==> config.mk <==
export PLATFORM = sky130hd
export DESIGN_NAME = irq_req_latch
export DESIGN_NICKNAME = d
export VERILOG_FILES = /design/src/rtl/irq_latch_pkg.sv /design/src/rtl/irq_index_dec.sv /design/src/rtl/irq_line_cell.sv /design/src/rtl/irq_stat_gen.sv /design/src/rtl/irq_req_latch.sv
export SDC_FILE = /design/constraint.sdc
export NUM_CORES = 1
export LEC_CHECK = 0
export BUFFER_PORTS_ARGS = -buffer_cell sky130_fd_sc_hd__buf_2
export CAP_MARGIN = 20
export CORE_ASPECT_RATIO = 1.4
export CORE_MARGIN = 5
export CORE_UTILIZATION = 54
export CTS_CLUSTER_DIAMETER = 200
export DETAILED_ROUTE_END_ITERATION = 10
export PLACE_DENSITY = 0.85
export SETUP_SLACK_MARGIN = 0.3
export SLEW_MARGIN = 20
export SYNTH_ARGS = -nofsm -noshare
export SYNTH_HDL_FRONTEND = slang
export SYNTH_SLANG_ARGS = --single-unit
==> constraint.sdc <==
create_clock -name clk_i -period 2.3 [get_ports clk_i]
set_input_delay 0.46 -clock clk_i [delete_from_list [all_inputs] [get_ports clk_i]]
set_output_delay 0.46 -clock clk_i [all_outputs]
set_load 0.01 [all_outputs]
==> src/rtl/irq_latch_pkg.sv <==
package irq_latch_pkg;
  typedef enum logic [1:0] {
    ST_COALESCED = 2'b00,
    ST_ACCEPTED  = 2'b01,
    ST_MASKED    = 2'b11
  } stat_code_e;
endpackage

==> src/rtl/irq_index_dec.sv <==
module irq_index_dec #(
  parameter int N     = 8,
  localparam int IW   = (N > 1) ? $clog2(N) : 1
) (
  input  logic          en_i,
  input  logic [IW-1:0] idx_i,
  output logic [N-1:0]  hit_o
);
  for (genvar g = 0; g < N; g++) begin : g_dec
    assign hit_o[g] = en_i && (idx_i == IW'(g));
  end
endmodule

==> src/rtl/irq_line_cell.sv <==
module irq_line_cell (
  input  logic clk_i,
  input  logic rst_ni,
  input  logic evt_hit_i,
  input  logic level_i,
  input  logic mode_i,
  input  logic ack_hit_i,
  input  logic init_i,
  output logic req_o,
  output logic last_o,
  output logic coal_o
);
  logic req_q, last_q;
  logic req_ack, try_set;

  assign req_ack = req_q & ~(ack_hit_i & ~mode_i);
  assign try_set = evt_hit_i & level_i & (mode_i | ~last_q);
  assign coal_o  = try_set & req_ack;

  always_ff @(posedge clk_i or negedge rst_ni) begin
    if (!rst_ni) begin
      req_q  <= 1'b0;
      last_q <= 1'b0;
    end else if (init_i) begin
      last_q <= 1'b0;
      req_q  <= req_q & mode_i;
    end else begin
      req_q <= req_ack;
      if (evt_hit_i) begin
        last_q <= level_i;
        if (mode_i)       req_q <= level_i;
        else if (try_set) req_q <= 1'b1;
      end
    end
  end

  assign req_o  = req_q;
  assign last_o = last_q;

  a_r2_level_follow: assert property (@(posedge clk_i) disable iff (!rst_ni)
    (evt_hit_i && mode_i && !init_i) |=> (req_q == $past(level_i)));
  a_r4_edge_low_keeps_req: assert property (@(posedge clk_i) disable iff (!rst_ni)
    (evt_hit_i && !mode_i && !level_i && !init_i && !ack_hit_i) |=> $stable(req_q));
  a_r8_init_clears_last: assert property (@(posedge clk_i) disable iff (!rst_ni)
    init_i |=> !last_q);
  a_r7_ack_edge_clears: assert property (@(posedge clk_i) disable iff (!rst_ni)
    (ack_hit_i && !mode_i && !evt_hit_i && !init_i) |=> !req_q);
endmodule

==> src/rtl/irq_stat_gen.sv <==
module irq_stat_gen
  import irq_latch_pkg::*;
#(
  parameter int N     = 8,
  localparam int IW   = (N > 1) ? $clog2(N) : 1
) (
  input  logic          clk_i,
  input  logic          rst_ni,
  input  logic          evt_vld_i,
  input  logic [IW-1:0] evt_line_i,
  input  logic          init_i,
  input  logic [N-1:0]  mask_i,
  input  logic [N-1:0]  coal_i,
  output logic          stat_vld_o,
  output stat_code_e    stat_code_o
);
  logic       fire;
  stat_code_e code_d;

  assign fire = evt_vld_i & ~init_i;

  always_comb begin
    if (mask_i[evt_line_i])      code_d = ST_MASKED;
    else if (coal_i[evt_line_i]) code_d = ST_COALESCED;
    else                         code_d = ST_ACCEPTED;
  end

  always_ff @(posedge clk_i or negedge rst_ni) begin
    if (!rst_ni) begin
      stat_vld_o  <= 1'b0;
      stat_code_o <= ST_ACCEPTED;
    end else begin
      stat_vld_o <= fire;
      if (fire) stat_code_o <= code_d;
    end
  end

  a_r5_status_after_event: assert property (@(posedge clk_i) disable iff (!rst_ni)
    fire |=> stat_vld_o);
  a_r8_no_status_without_event: assert property (@(posedge clk_i) disable iff (!rst_ni)
    !fire |=> !stat_vld_o);
  a_r5_masked_code: assert property (@(posedge clk_i) disable iff (!rst_ni)
    (fire && mask_i[evt_line_i]) |=> (stat_code_o == ST_MASKED));
endmodule

==> src/rtl/irq_req_latch.sv <==
module irq_req_latch
  import irq_latch_pkg::*;
#(
  parameter int           N          = 8,
  parameter logic [N-1:0] MODE_WMASK = 8'hF8,
  localparam int          IW         = (N > 1) ? $clog2(N) : 1
) (
  input  logic          clk_i,
  input  logic          rst_ni,
  input  logic          evt_vld_i,
  input  logic [IW-1:0] evt_line_i,
  input  logic          evt_level_i,
  input  logic [N-1:0]  mask_i,
  input  logic          ack_vld_i,
  input  logic [IW-1:0] ack_line_i,
  input  logic          mode_we_i,
  input  logic [N-1:0]  mode_wdata_i,
  input  logic          init_i,
  output logic [N-1:0]  req_o,
  output logic [N-1:0]  last_o,
  output logic [N-1:0]  mode_o,
  output logic          stat_vld_o,
  output logic [1:0]    stat_code_o
);
  logic [N-1:0] evt_hit, ack_hit, coal, mode_q;
  logic         ev_live, ack_live;
  stat_code_e   code;

  assign ev_live  = evt_vld_i & ~init_i;
  assign ack_live = ack_vld_i & ~init_i;

  always_ff @(posedge clk_i or negedge rst_ni) begin
    if (!rst_ni)        mode_q <= '0;
    else if (mode_we_i) mode_q <= mode_wdata_i & MODE_WMASK;
  end

  irq_index_dec #(.N(N)) u_evt_dec (.en_i(ev_live),  .idx_i(evt_line_i), .hit_o(evt_hit));
  irq_index_dec #(.N(N)) u_ack_dec (.en_i(ack_live), .idx_i(ack_line_i), .hit_o(ack_hit));

  for (genvar g = 0; g < N; g++) begin : g_line
    irq_line_cell u_cell (
      .clk_i     (clk_i),
      .rst_ni    (rst_ni),
      .evt_hit_i (evt_hit[g]),
      .level_i   (evt_level_i),
      .mode_i    (mode_q[g]),
      .ack_hit_i (ack_hit[g]),
      .init_i    (init_i),
      .req_o     (req_o[g]),
      .last_o    (last_o[g]),
      .coal_o    (coal[g])
    );
  end

  irq_stat_gen #(.N(N)) u_stat (
    .clk_i       (clk_i),
    .rst_ni      (rst_ni),
    .evt_vld_i   (evt_vld_i),
    .evt_line_i  (evt_line_i),
    .init_i      (init_i),
    .mask_i      (mask_i),
    .coal_i      (coal),
    .stat_vld_o  (stat_vld_o),
    .stat_code_o (code)
  );

  assign mode_o      = mode_q;
  assign stat_code_o = code;

  a_r6_mode_write_masked: assert property (@(posedge clk_i) disable iff (!rst_ni)
    mode_we_i |=> (mode_o == ($past(mode_wdata_i) & MODE_WMASK)));
  a_r9_mode_hold: assert property (@(posedge clk_i) disable iff (!rst_ni)
    !mode_we_i |=> $stable(mode_o));
  a_r7_ack_level_keeps: assert property (@(posedge clk_i) disable iff (!rst_ni)
    (ack_live && mode_q[ack_line_i] && !evt_vld_i) |=> $stable(req_o));
endmodule

==> metrics.csv <==
stage;metric;value;unit
outcome;status;finished, final reports clean;
global_routing;vias in the first global route;1577;
logic_synthesis;Synth async-reset ratio;1.00;
global_routing;initial antenna violation count;0;
global_routing;GR Layer Usage met2;0.367;
global_routing;busiest grt layer;met2;
logic_synthesis;most numerous cell in the Yosys netlist;buf_4;
global_routing;GRT Util Overall;0.200;
finish;number of nets in the layout;241;
logic_synthesis;Mean Syn Cell Area;8.98;µm²
logic_synthesis;Synth area leaders;dfrtp_1, buf_4, nand2_1, mux2_1, nor2_1;
global_routing;M1 GR Usage;0.218;
finish;layout cells sized above 1;0.294;
logic_synthesis;Netlist cell types;51;
worst_setup_path;Startpoint Class;input port;
route;DRC violations left;0;
timing;setup_tns;0;ns
finish;filler instances;305;
timing;Fmax;603;MHz
finish;area grow syn2layout;7.59;%
logic_synthesis;synth warn;0;
logic_synthesis;post-synthesis adder-cell area fraction;0;
logic_synthesis;synthesized instance count;189;
logic_synthesis;Post-Synth XOR/XNOR Area;0;
worst_setup_path;Crit path max-delay family;multiplexers;
logic_synthesis;top_reg_cell synth;dfrtp_1;
timing;# setup viols final;0;
place;Area after DPL;1770;µm²
timing;Max-slew headroom;0.645;
finish;ANT cells;0;
logic_synthesis;Synth Area in Compound Gates;0.175;
clock_network;CTS buffer count;3;
clock_network;Skew-Pair Late Insertion Delay;0.26;ns
logic_synthesis;post-synth top area cell;dfrtp_1;
logic_synthesis;register area share after synthesis;0.354;
logic_synthesis;Post-synth EDFFs;0;
pwr;Peak VDD IR;314;µV
place;Cells after DPL;246;
floorplanning;total core area;3060;µm²
route;vias post-DR;1510;
pwr;leakage power;0.882;nW
place;routability cong.;0.908;
clock_network;clock buffer depth;2;
worst_setup_path;delay of the slowest critical-path stage;0.57;ns
timing;skew final;0.00335;ns
logic_synthesis;largest family of logic cells by synthesized area;simple AND/OR/NAND/NOR gates;
global_routing;total grt overflow;0;
clock_network;Post-CTS Repair Setup Buffers;0;
timing;final worst-path cycle share;0.721;
route;Routed Wire Length;3.96;mm
timing;final hold vios;0;
worst_setup_path;Worst Path Required;2.48;ns
route;DRT antenna net count;0;
timing;fin. max-slew vios;0;
route;DR iter-0 viols;103;
logic_synthesis;mux cell area share after synthesis;0.0914;
timing;Worst Tran Pin Value;0.532;ns
route;TritonRoute pass-1 iters;4;
job;max cap viols;0;
place;DPL Wire Length;3.06;mm
route;WL/cell;15.8;µm
global_routing;largest net degree at the start of global routing;25;
floorplanning;die area;4380;µm²
place;IO buf count;49;
worst_setup_path;crit path max fanout;19;
logic_synthesis;share of Yosys cell area claimed by the top area cell type;0.339;
logic_synthesis;Mapped Area;1700;µm²
global_routing;global-route wire length before repair;7.05;mm
logic_synthesis;simple-gate share of the synthesized area;0.231;
clock_network;Resize count post-CTS;0;
floorplanning;cell row count;24;
floorplanning;Die X;57.4;µm
logic_synthesis;top cells by count, synth;buf_4, dfrtp_1, nand2_1;
worst_setup_path;critical path, cell by cell;buf_2 -> mux4_2 -> nor2_2 -> o31ai_1 -> o311ai_2 -> nand3_1;
worst_setup_path;CP bufs+invs;1;
clock_network;clk sink count;24;
clock_network;CTS tree;done;
worst_hold_path;Hold WC Path Type;in -> async;
logic_synthesis;#FFs+latches synth;24;
worst_setup_path;Crit. End Element;flip-flop;
pwr;Pwr Density;515;nW/µm²
finish;post-route cell area;1830;µm²
clock_network;CTS root buf;clkbuf_8;
floorplanning;Starting Density;0.554;
clock_network;cts hold-fix bufs;0;
global_routing;met3 Use GR;0.0237;
route;Via density;6.04;
timing;RSZ-0062 raised after global routing;no;
timing;fin crit period;1.66;ns
clock_network;H-tree levels;1;
floorplanning;die height;76.3;µm
finish;Layout Cells excl Fill;250;
worst_setup_path;crit path DAT;1.84;ns
clock_network;Clock Pin Slew Worst Setup and Hold Paths;0.08;ns
worst_setup_path;slowest stage cell, crit path;mux4_2;
worst_setup_path;WS Path Type;in -> reg;
floorplanning;# IOs;56;
worst paths after layout:
kind | from | to | slack, ns | depth (start not counted)
max | evt_line_i[0] | u_stat.stat_code_o[0]$_DFFE_PN1P_ | 0.64 | 6
min in group clk_i | mode_wdata_i[6] | mode_o[6]$_DFFE_PN0P_ | 0.41 | 2
max in group asynchronous | rst_ni | u_stat.stat_code_o[0]$_DFFE_PN1P_ | 1.77 | 1
min reg2reg | u_stat.stat_code_o[1]$_DFFE_PN0P_ | u_stat.stat_code_o[1]$_DFFE_PN0P_ | 0.49 | 2
min | rst_ni | mode_o[7]$_DFFE_PN0P_ | 0.17 | 1
max reg2reg | g_line[0].u_cell.last_o$_DFFE_PN0P_ | u_stat.stat_code_o[0]$_DFFE_PN1P_ | 0.74 | 5
metrics by stage:
step,setup slack [ns],util,hold slack [ns],total power [W]
5_1_grt,0.508,0.596,0.202,0.00100
3_5_place_dp,0.359,0.578,0.476,0.000668
2_1_floorplan,0.700,-,0.164,0.000615
3_3_place_gp,0.389,0.578,0.470,0.000662
6_report,0.641,0.596,0.167,0.000941
4_1_cts,0.636,0.596,0.181,0.000958
power breakdown:
part | internal, W | total [W] | switching (W)
clock network | 0.000153 | 0.000282 | 0.000129
logic | 0.0000780 | 0.000185 | 0.000107
registers | 0.000447 | 0.000474 | 0.0000269
registers in the layout, summed over array words and instances, names as in the netlist:
register              count
g_line.u_cell.last_o      8
g_line.u_cell.req_o       8
mode_o                    5
u_stat.stat_code_o        2
u_stat.stat_vld_o         1
logic make-up (layout without fill, tap and decap cells):
logic type      Yosys count  in the layout
mux                      12             12
flops                    24             24
simple gates             72             72
compound gates           43             43
buf+inv                  37             57
other cells               1              3
placed cells by master, fill, tap and decap left out, drive strengths merged, types with 7 or more instances in the layout:
cell type  netlist  layout
nand3            7       7
o21ai           12      12
nand2           20      20
buf             31      50
a21oi            7       7
nor2            15      15
dfrtp           23      23
layer usage:
layer,vias up,share of wire
met1,720,0.35
met5,-,0
met2,74,0.55
met3,13,0.070
li1,703,-
met4,0,0.026
layout make-up:
type	count	area [µm²]	area share
clock buffer	4	55.1	0.0301
timing repair buffer	50	253	0.138
multi-input combinational	130	857	0.469
inverter	3	11.3	0.00616
tap	39	48.8	0.0267
sequential	24	602	0.329
No activity file was read; power rests on OpenSTA's default activity.
